File: config.mk
export PLATFORM = sky130hd
export DESIGN_NAME = codec_boot_seq
export DESIGN_NICKNAME = d
export VERILOG_FILES = /design/src/rtl/codec_boot_pkg.sv /design/src/rtl/codec_boot_timer.sv /design/src/rtl/codec_boot_rom.sv /design/src/rtl/codec_boot_fsm.sv /design/src/rtl/codec_boot_seq.sv
export SDC_FILE = /design/constraint.sdc
export NUM_CORES = 1
export LEC_CHECK = 0
export BUFFER_PORTS_ARGS = -buffer_cell sky130_fd_sc_hd__buf_4
export CAP_MARGIN = 25
export CORE_MARGIN = 2
export CORE_UTILIZATION = 55
export DETAILED_ROUTE_END_ITERATION = 8
export PLACE_DENSITY = 0.86
export SYNTH_ARGS = -nofsm -noshare
export SYNTH_HDL_FRONTEND = slang
export SYNTH_SLANG_ARGS = --single-unit
File: constraint.sdc
create_clock -name clk_i -period 3.21 [get_ports clk_i]
set_input_delay 0.4815 -clock clk_i [delete_from_list [all_inputs] [get_ports clk_i]]
set_output_delay 0.4815 -clock clk_i [all_outputs]
set_load 0.005 [all_outputs]
File: src/rtl/codec_boot_pkg.sv
package codec_boot_pkg;

  typedef enum logic [2:0] {
    ST_OFF, ST_PWR, ST_WAKE, ST_REQ, ST_GAP, ST_PULSE, ST_READY
  } boot_st_e;

  typedef struct packed {
    logic [7:0] cmd;
    logic [1:0] len;
    logic [7:0] d0;
    logic [7:0] d1;
  } xfer_t;

  localparam int unsigned NUM_XFER  = 13;
  localparam int unsigned FIRST_EXT = 7;

  localparam logic [1:0] TYPE_DATA = 2'b00;
  localparam logic [1:0] TYPE_STAT = 2'b10;

  localparam logic [7:0] STAT0_RST = 8'h40;
  localparam logic [7:0] STAT0_CFG = 8'h26;  // 256x sysclk, 16-bit LSB justified
  localparam logic [7:0] STAT1_CFG = 8'hE0;
  localparam logic [7:0] DAT_VOL   = 8'h00;
  localparam logic [7:0] DAT_TONE  = 8'h40;
  localparam logic [7:0] DAT_PEAK  = 8'hA0;
  localparam logic [7:0] EXT_ADDR  = 8'hC0;
  localparam logic [7:0] EXT_DATA  = 8'hE0;

  localparam logic [1:0] CLK_SEL_44K1 = 2'b01;

  function automatic logic [4:0] ext_val(input int unsigned n);
    case (n)
      0, 1:    ext_val = 5'd4;
      2:       ext_val = 5'd30;
      default: ext_val = 5'd0;
    endcase
  endfunction

endpackage

File: src/rtl/codec_boot_timer.sv
module codec_boot_timer #(
  parameter int unsigned CNT_W = 8
) (
  input  logic             clk_i,
  input  logic             rst_ni,
  input  logic             load_i,
  input  logic [CNT_W-1:0] val_i,
  output logic             expired_o
);
  logic [CNT_W-1:0] cnt_q;

  always_ff @(posedge clk_i or negedge rst_ni) begin
    if (!rst_ni)            cnt_q <= '0;
    else if (load_i)        cnt_q <= val_i;
    else if (cnt_q != '0)   cnt_q <= cnt_q - 1'b1;
  end

  assign expired_o = (cnt_q == '0);
endmodule

File: src/rtl/codec_boot_rom.sv
module codec_boot_rom
  import codec_boot_pkg::*;
#(
  parameter logic [5:0]  DEV_ADDR = 6'h05,
  parameter int unsigned IDX_W    = 4
) (
  input  logic [IDX_W-1:0] idx_i,
  output xfer_t            xfer_o
);
  localparam logic [7:0] CMD_STAT = {DEV_ADDR, TYPE_STAT};
  localparam logic [7:0] CMD_DATA = {DEV_ADDR, TYPE_DATA};

  xfer_t tbl [NUM_XFER];

  assign tbl[0] = '{cmd: CMD_STAT, len: 2'd1, d0: STAT0_CFG | STAT0_RST, d1: 8'h00};
  assign tbl[1] = '{cmd: CMD_STAT, len: 2'd1, d0: STAT0_CFG, d1: 8'h00};
  assign tbl[2] = '{cmd: CMD_STAT, len: 2'd1, d0: STAT0_CFG, d1: 8'h00};
  assign tbl[3] = '{cmd: CMD_STAT, len: 2'd1, d0: STAT1_CFG, d1: 8'h00};
  assign tbl[4] = '{cmd: CMD_DATA, len: 2'd1, d0: DAT_VOL,   d1: 8'h00};
  assign tbl[5] = '{cmd: CMD_DATA, len: 2'd1, d0: DAT_TONE,  d1: 8'h00};
  assign tbl[6] = '{cmd: CMD_DATA, len: 2'd1, d0: DAT_PEAK,  d1: 8'h00};

  for (genvar n = 0; n < NUM_XFER - FIRST_EXT; n++) begin : g_ext
    assign tbl[FIRST_EXT+n] = '{cmd: CMD_DATA, len: 2'd2,
                                d0: EXT_ADDR | 8'(n),
                                d1: EXT_DATA | {3'b000, ext_val(n)}};
  end

  always_comb begin
    xfer_o = tbl[0];
    for (int i = 0; i < NUM_XFER; i++)
      if (idx_i == IDX_W'(i)) xfer_o = tbl[i];
  end
endmodule

File: src/rtl/codec_boot_fsm.sv
module codec_boot_fsm
  import codec_boot_pkg::*;
#(
  parameter int unsigned IDX_W     = 4,
  parameter int unsigned CNT_W     = 8,
  parameter int unsigned DLY_CYC   = 100,
  parameter int unsigned PULSE_CYC = 4
) (
  input  logic             clk_i,
  input  logic             rst_ni,
  input  logic             done_i,
  input  logic             tmr_exp_i,
  output boot_st_e         state_o,
  output logic [IDX_W-1:0] idx_o,
  output logic             load_o,
  output logic [CNT_W-1:0] load_val_o
);
  localparam logic [IDX_W-1:0] LAST_IDX = IDX_W'(NUM_XFER - 1);

  boot_st_e         state_q, state_d;
  logic [IDX_W-1:0] idx_q, idx_d;

  always_comb begin
    state_d    = state_q;
    idx_d      = idx_q;
    load_o     = 1'b0;
    load_val_o = CNT_W'(DLY_CYC);
    unique case (state_q)
      ST_OFF: begin
        load_o  = 1'b1;
        state_d = ST_PWR;
      end
      ST_PWR: if (tmr_exp_i) begin
        load_o  = 1'b1;
        state_d = ST_WAKE;
      end
      ST_WAKE: if (tmr_exp_i) state_d = ST_REQ;
      ST_REQ: if (done_i) begin
        if (idx_q == '0) begin
          load_o     = 1'b1;
          load_val_o = CNT_W'(PULSE_CYC);
          state_d    = ST_PULSE;
        end else if (idx_q == LAST_IDX) begin
          state_d = ST_READY;
        end else begin
          idx_d   = idx_q + 1'b1;
          state_d = ST_GAP;
        end
      end
      ST_PULSE: if (tmr_exp_i) begin
        idx_d   = IDX_W'(1);
        state_d = ST_GAP;
      end
      ST_GAP:   state_d = ST_REQ;
      ST_READY: state_d = ST_READY;
      default:  state_d = ST_OFF;
    endcase
  end

  always_ff @(posedge clk_i or negedge rst_ni) begin
    if (!rst_ni) begin
      state_q <= ST_OFF;
      idx_q   <= '0;
    end else begin
      state_q <= state_d;
      idx_q   <= idx_d;
    end
  end

  assign state_o = state_q;
  assign idx_o   = idx_q;
endmodule

File: src/rtl/codec_boot_seq.sv
module codec_boot_seq
  import codec_boot_pkg::*;
#(
  parameter int unsigned CLK_KHZ   = 250000,
  parameter int unsigned DELAY_MS  = 100,
  parameter int unsigned PULSE_CYC = 4,
  parameter logic [5:0]  DEV_ADDR  = 6'h05
) (
  input  logic       clk_i,
  input  logic       rst_ni,
  input  logic       done_i,
  output logic       req_o,
  output logic [7:0] cmd_o,
  output logic [1:0] len_o,
  output logic [7:0] d0_o,
  output logic [7:0] d1_o,
  output logic       pwr_en_o,
  output logic       amp_en_o,
  output logic       codec_rst_no,
  output logic       mute_o,
  output logic [1:0] clk_sel_o,
  output logic       ready_o
);
  localparam int unsigned DLY_CYC = CLK_KHZ * DELAY_MS;
  localparam int unsigned MAX_CYC = (DLY_CYC > PULSE_CYC) ? DLY_CYC : PULSE_CYC;
  localparam int unsigned CNT_W   = $clog2(MAX_CYC + 1);
  localparam int unsigned IDX_W   = $clog2(NUM_XFER);

  boot_st_e         state;
  logic [IDX_W-1:0] idx;
  logic             tmr_load, tmr_exp;
  logic [CNT_W-1:0] tmr_val;
  xfer_t            xfer;

  codec_boot_timer #(.CNT_W(CNT_W)) i_timer (
    .clk_i, .rst_ni, .load_i(tmr_load), .val_i(tmr_val), .expired_o(tmr_exp)
  );

  codec_boot_fsm #(
    .IDX_W(IDX_W), .CNT_W(CNT_W), .DLY_CYC(DLY_CYC), .PULSE_CYC(PULSE_CYC)
  ) i_fsm (
    .clk_i, .rst_ni, .done_i, .tmr_exp_i(tmr_exp),
    .state_o(state), .idx_o(idx), .load_o(tmr_load), .load_val_o(tmr_val)
  );

  codec_boot_rom #(.DEV_ADDR(DEV_ADDR), .IDX_W(IDX_W)) i_rom (
    .idx_i(idx), .xfer_o(xfer)
  );

  logic powered;
  assign powered      = (state != ST_OFF);
  assign pwr_en_o     = powered;
  assign amp_en_o     = powered;
  assign mute_o       = !powered;
  assign clk_sel_o    = powered ? CLK_SEL_44K1 : 2'b00;
  assign codec_rst_no = !(state inside {ST_OFF, ST_PWR, ST_PULSE});
  assign req_o        = (state == ST_REQ);
  assign ready_o      = (state == ST_READY);
  assign cmd_o        = xfer.cmd;
  assign len_o        = xfer.len;
  assign d0_o         = xfer.d0;
  assign d1_o         = xfer.d1;
endmodule

# Word-level counts from Yosys, hierarchy flattened
# Cells that the tools add are included.
# Widths: inputs -> output; s select.
[op_classes] n_eq_ne=24 n_mux=34 addsub=2 reduce_logical=12
[op_table] operator="$mux 20" n=9
[op_table] operator="$mux 25" n=5
[op_table] operator="$mux 15" n=2
[op_table] operator="$logic_not 25->1" n=1
[op_table] operator="$reduce_bool 25->1" n=1
[op_table] operator="$sub 25x1->25 const B" n=1
[op_table] operator="$pmux 3 s7" n=1
[op_table] operator="$eq 4x4->1 const B" n=5
[op_table] operator="$eq 4x3->1 const B" n=4
[op_table] operator="$mux 16" n=1
[op_table] operator="$mux 4" n=4
[op_table] operator="$mux 3" n=5
[op_table] operator="$eq 3x3->1 const B" n=3
[op_table] operator="$eq 4x2->1 const B" n=2
[op_table] operator="$pmux 4 s2" n=1
[op_table] operator="$eq 3x2->1 const B" n=2
[op_table] operator="$ne 2x1->1 const B" n=3
[op_table] operator="$ne 2x2->1 const B" n=3
[op_table] operator="$reduce_bool 3->1" n=2
[op_table] operator="$reduce_and 5->1" n=1
[op_table] operator="$add 4x1->4 const B" n=1
[op_table] operator="$eq 4x1->1 const B" n=1
[op_table] operator="$logic_not 4->1" n=1
[op_table] operator="$mux 1" n=4
[op_table] operator="7 further kinds" n=9
[totals] register_bits=32 in_bits=3 out_inout_bits=34 elab_cells=75

# Longest topological paths before layout
[logic_depth] word_depth=13 mapped_depth=8 ltp_nobuf=7

# By module
# Synthesis repeated with hierarchy kept, for this count alone.
[hier_totals] hier_cells=284 area_unflattened_um2=2542.4
[modules_own_cells] mod="codec_boot_timer" area_per_inst_um2=1477.7 instances=1 cells_each=152
[modules_own_cells] mod="codec_boot_fsm" area_per_inst_um2=681.9 instances=1 cells_each=78
[modules_own_cells] mod="codec_boot_rom" area_per_inst_um2=314.1 instances=1 cells_each=43
[modules_own_cells] mod="codec_boot_seq" area_per_inst_um2=68.8 instances=1 cells_each=11

# Worst setup path before layout
# OpenSTA, ideal clock, no wires.
[synth_timing] path_type="reg2reg" start="register i_timer.cnt_q[7]" end="register i_timer.cnt_q[17]" arrival_time_ns=2.246 synth_period_minus_slack_ns=2.322 n_path_buf=1 setup_time_ns=0.077 slack_ns=0.888 path_stages_with_launch=7 path_cell_list="dfrtp_1 -> or4_4 -> or3_1 -> buf_2 -> or4_1 -> or3_1 -> a21oi_2"
[synth_via] elab_chain_cells=4 elab_cells_between_ends=8 classes_between="add/sub: 1; mux: 4; reduce/logical: 3"
[synth_lines] element="from (decl)" line="codec_boot_timer.sv:10" rtl="logic [CNT_W-1:0] cnt_q;"
[synth_lines] element="from (signal assigned)" line="codec_boot_timer.sv:14" rtl="else if (load_i) cnt_q <= val_i;"
[synth_lines] element="from (signal assigned)" line="codec_boot_timer.sv:15" rtl="else if (cnt_q != '0) cnt_q <= cnt_q - 1'b1;"
[synth_lines] element="branches (longest 4 deep; another with $sub 25x1->25)"
# Parallel ways; which one is timed is not known. The select of a mux whose other input is x is not followed.
# A chain may end at the register's enable or synchronous reset.

# Final worst setup path
[layout_timing] start="register i_fsm.idx_q[0] (netlist: i_fsm.idx_o[0])" end="output port d0_o[7]"
[layout_via] elab_chain_cells=11 elab_cells_between_ends=20 classes_between="eq/ne: 10; mux: 10"
[layout_lines] element="from (decl)" line="codec_boot_fsm.sv:21" rtl="logic [IDX_W-1:0] idx_q, idx_d;"
[layout_lines] element="from (signal assigned)" line="codec_boot_fsm.sv:66" rtl="idx_q <= idx_d;"
[layout_lines] element="$eq 4x2->1" line="codec_boot_rom.sv:32" rtl="if (idx_i == IDX_W'(i)) xfer_o = tbl[i];"
[layout_lines] element="$mux 16" line="codec_boot_rom.sv:32"
[layout_lines] element="$mux 20 (8 in series)" line="codec_boot_rom.sv:32"
[layout_lines] element="$mux 20 (*)" line="codec_boot_rom.sv:32"
[layout_lines] element="to (decl)" line="codec_boot_seq.sv:15" rtl="output logic [7:0] d0_o,"
# Mark *: on every way between the ends. The rest lies on a longest branch, timed or not.

==> impl_metrics.csv <==
group,metric,value,unit
yosys,synth_top_family_by_area,"simple AND/OR/NAND/NOR gates",
timing,hold_viol,0,
grt,grt_pass1_vias,1694,
cells_and_area,num-fill-cells,325,
placement,io_buffer_count,25,
grt,grt_overflow,0,
floorplan,die_h,67.40,um
worst_hold_path,min_path_type,"in2async",
placement,preCtsSetupSlack,783.5,ps
timing,fin_setup_tns,0,ps
route,drc,0,
yosys,ys_seq_area_share,36.22,%
grt,grt_antenna_before_repair,0,
timing,max_slew_margin,66.42,%
yosys,ys_types,50,
floorplan,num_rows,23,
floorplan,dieWidth,67.40,um
timing,clock.fmax,367.8,MHz
grt,grt_max_degree,33,
yosys,synth_xor_area_share,6.338,%
timing,skew,7.469,ps
cts,cts_setup_buffers,0,
yosys,synthAdderAreaFrac,3.396,%
yosys,synth-seq-cells,32,
route,ant_nets,0,
route,routed_wl,4.748,mm
cells_and_area,finalInstanceArea,0.002436,sq mm
timing,timing.hold.ws,119.8,ps
cells_and_area,multi_input_area,0.001214,sq mm
yosys,synth-simple-area-share,24.05,%
placement,dp_hpwl,3.338,mm
route,drtPass1Iterations,4,
yosys,synth-edff-count,0,
cts,cts_buffers,5,
route,viasPerCell,5.830,
cts,root_buffer,"clkbuf_8",
grt,grt_first_pass_wirelength,7.976,mm
timing,period_minus_slack,2719,ps
timing,slew_violations,0,
yosys,async_flop_share,100.0,%
floorplan,core_area,0.003943,sq mm
setup_path,required,2730,ps
floorplan,ioPinCount,37,
cells_and_area,regArea,800.8,sq um
placement,placedInstanceArea,0.002328,sq mm
cts,worst_skew_pair.late_latency,290,ps
route,drt_iter0_markers,108,
cts,cts_tree,"yes",
placement,gp_congestion,0.9539,
cts,numClockSinks,32,
route,routedWlPerCell,14.70,um
floorplan,die-area,0.004543,sq mm
power,p_leak,1.050,nW
yosys,synthMuxAreaShare,1.811,%
flow_run,maxCapViolCount,0,
cts,cts_buffer_depth,2,
cells_and_area,diodes,0,
setup_path,crit_fanout,12,
setup_path,end_kind,"output port",
yosys,synthesis.area,0.002211,sq mm
cells_and_area,syn_to_final_growth,10.19,%
cells_and_area,fin_nets,281,
cts,cts_hold_buf,0,
outcome,outcome,"completed",
timing,worst_slew_pin_slew,496.8,ps
cts,clkSlewWorstSetupHoldPaths,60,ps
timing,finalSetupViolCount,0,
timing,rsz0062_at_grt,"no",
yosys,yosys_warnings,0,
setup_path,startpoint_type,"flop",
power,vdd_ir_drop_max,245.0,uV
yosys,ys.flop_type,"dfrtp_1",
cts,htree_levels,2,
cells_and_area,utilization,61.79,%
setup_path,critPathArrivalTime,2240,ps
timing,post-route-period-util,84.69,%
route,vias,1883,
grt,track_usage,23.45,%
yosys,syn_area_per_cell,8.536,sq um
yosys,postSynthCellCount,259,
yosys,synth_compound_area_share,17.43,%
timing,setup_slack,491.4,ps
power,p_per_area,326.0,mW/mm^2
cells_and_area,final_layout_size_suffix_gt1_share,15.75,%
cts,cts_resized,0,
floorplan,start_util,56.08,%
setup_path,criticalPathCategory,"reg2out",
==> worst paths after layout <==
check,startpoint,endpoint,slack (ps),cells past startpoint
min in group clk_i,done_i,i_fsm.state_o[2]$_DFFE_PN0P_,470,3
worst max register to register,i_timer.cnt_q[15]$_DFFE_PN0P_,i_timer.cnt_q[13]$_DFFE_PN0P_,740,5
worst max-delay path,i_fsm.idx_o[0]$_DFFE_PN0P_,d0_o[7],490,7
max in group asynchronous,rst_ni,i_fsm.idx_o[0]$_DFFE_PN0P_,2800,1
worst min register to register,i_fsm.idx_o[1]$_DFFE_PN0P_,i_fsm.idx_o[1]$_DFFE_PN0P_,590,1
worst min-delay path,rst_ni,i_timer.cnt_q[15]$_DFFE_PN0P_,120,1
==> sequential cells by signal, summed over array words and instances (netlist names) <==
name           cells
i_fsm.state_o      3
i_timer.cnt_q     25
i_fsm.idx_o        4
==> kinds of logic (layout without fill, tap and decap cells) <==
group | count (synthesis) | after routing
AND/OR/NAND/NOR | 94 | 94
AO/OA/AOI/OAI | 62 | 62
buffers and inverters | 43 | 48
flip-flops | 32 | 32
other | 2 | 11
adder cells (fa/ha/maj) | 6 | 6
multiplexers | 4 | 4
XOR/XNOR | 16 | 16
==> where the power goes <==
| group | switching, mW | internal (mW) | leakage (nW) |
|---|---|---|---|
| Clock | 0.148 | 0.230 | 0.0552 |
| Sequential | 0 | 0.403 | 0.359 |
| Combinational | 0.0113 | 0.00174 | 0.636 |
| Total | 0.159 | 0.635 | 1.05 |
==> cell usage in the layout (no fill, tap or decap), types with 4 or more instances in the layout <==
cell type,netlist,layout
nor2_1,18,18
or4_1,5,5
a21oi_1,15,15
clkbuf_8,0,5
conb_1,2,11
nand2_1,15,15
buf_4,18,27
or3_1,6,6
nor3_1,14,14
inv_1,13,13
mux2i_1,4,4
xor2_1,8,8
o31ai_1,4,4
xnor2_1,8,8
nor4_1,7,7
o21ai_0,18,18
ha_1,6,6
dfrtp_1,32,32
==> area by class of cell <==
class                           count  area share [%]
Clock buffer                        6           2.979
Clock inverter                      2           1.438
Inverter                           13           2.003
Multi-Input combinational cell    193           49.82
Sequential cell                    32           32.87
Tap cell                           50           2.568
Timing Repair Buffer               27           8.320
==> synthesized netlist by cell type (all sizes together) (7+ instances only) <==
library cell   n  area, sq um
nor3          14        70.07
dfrtp         32        800.8
buf           19        140.1
a21oi         16        83.83
o21ai         20        100.1
or4            7        60.06
xnor2          8        70.07
clkbuf        11        41.29
nand2         15        56.30
xor2           8        70.07
nor2          18        67.56
nor4           7        43.79
inv           13        48.80
==> metrics by stage <==
stage	std cells	power, mW
2_1_floorplan	268	0.4236
3_3_place_gp	315	0.4239
4_1_cts	323	0.8005
5_1_grt	323	0.8267
3_5_place_dp	315	0.4242
6_report	323	0.7942
==> critical path, cell delays in order (launching register included) <==
cell and delay [ps]:
dfrtp_1 410, inv_1 100, ha_1 350, nor3_1 490, nor2_1 70, o21ai_0 250, o21ai_0 130, buf_4 150
==> metal layers <==
layer	vias to the layer above	routed length (um)	global-route usage (%)
met5	-	0	0
met4	0	74	9.949
met3	8	171	4.167
met2	36	2249	34.41
met1	912	2253	33.97
li1	927	-	-
Power figures use the tool's default switching activity.
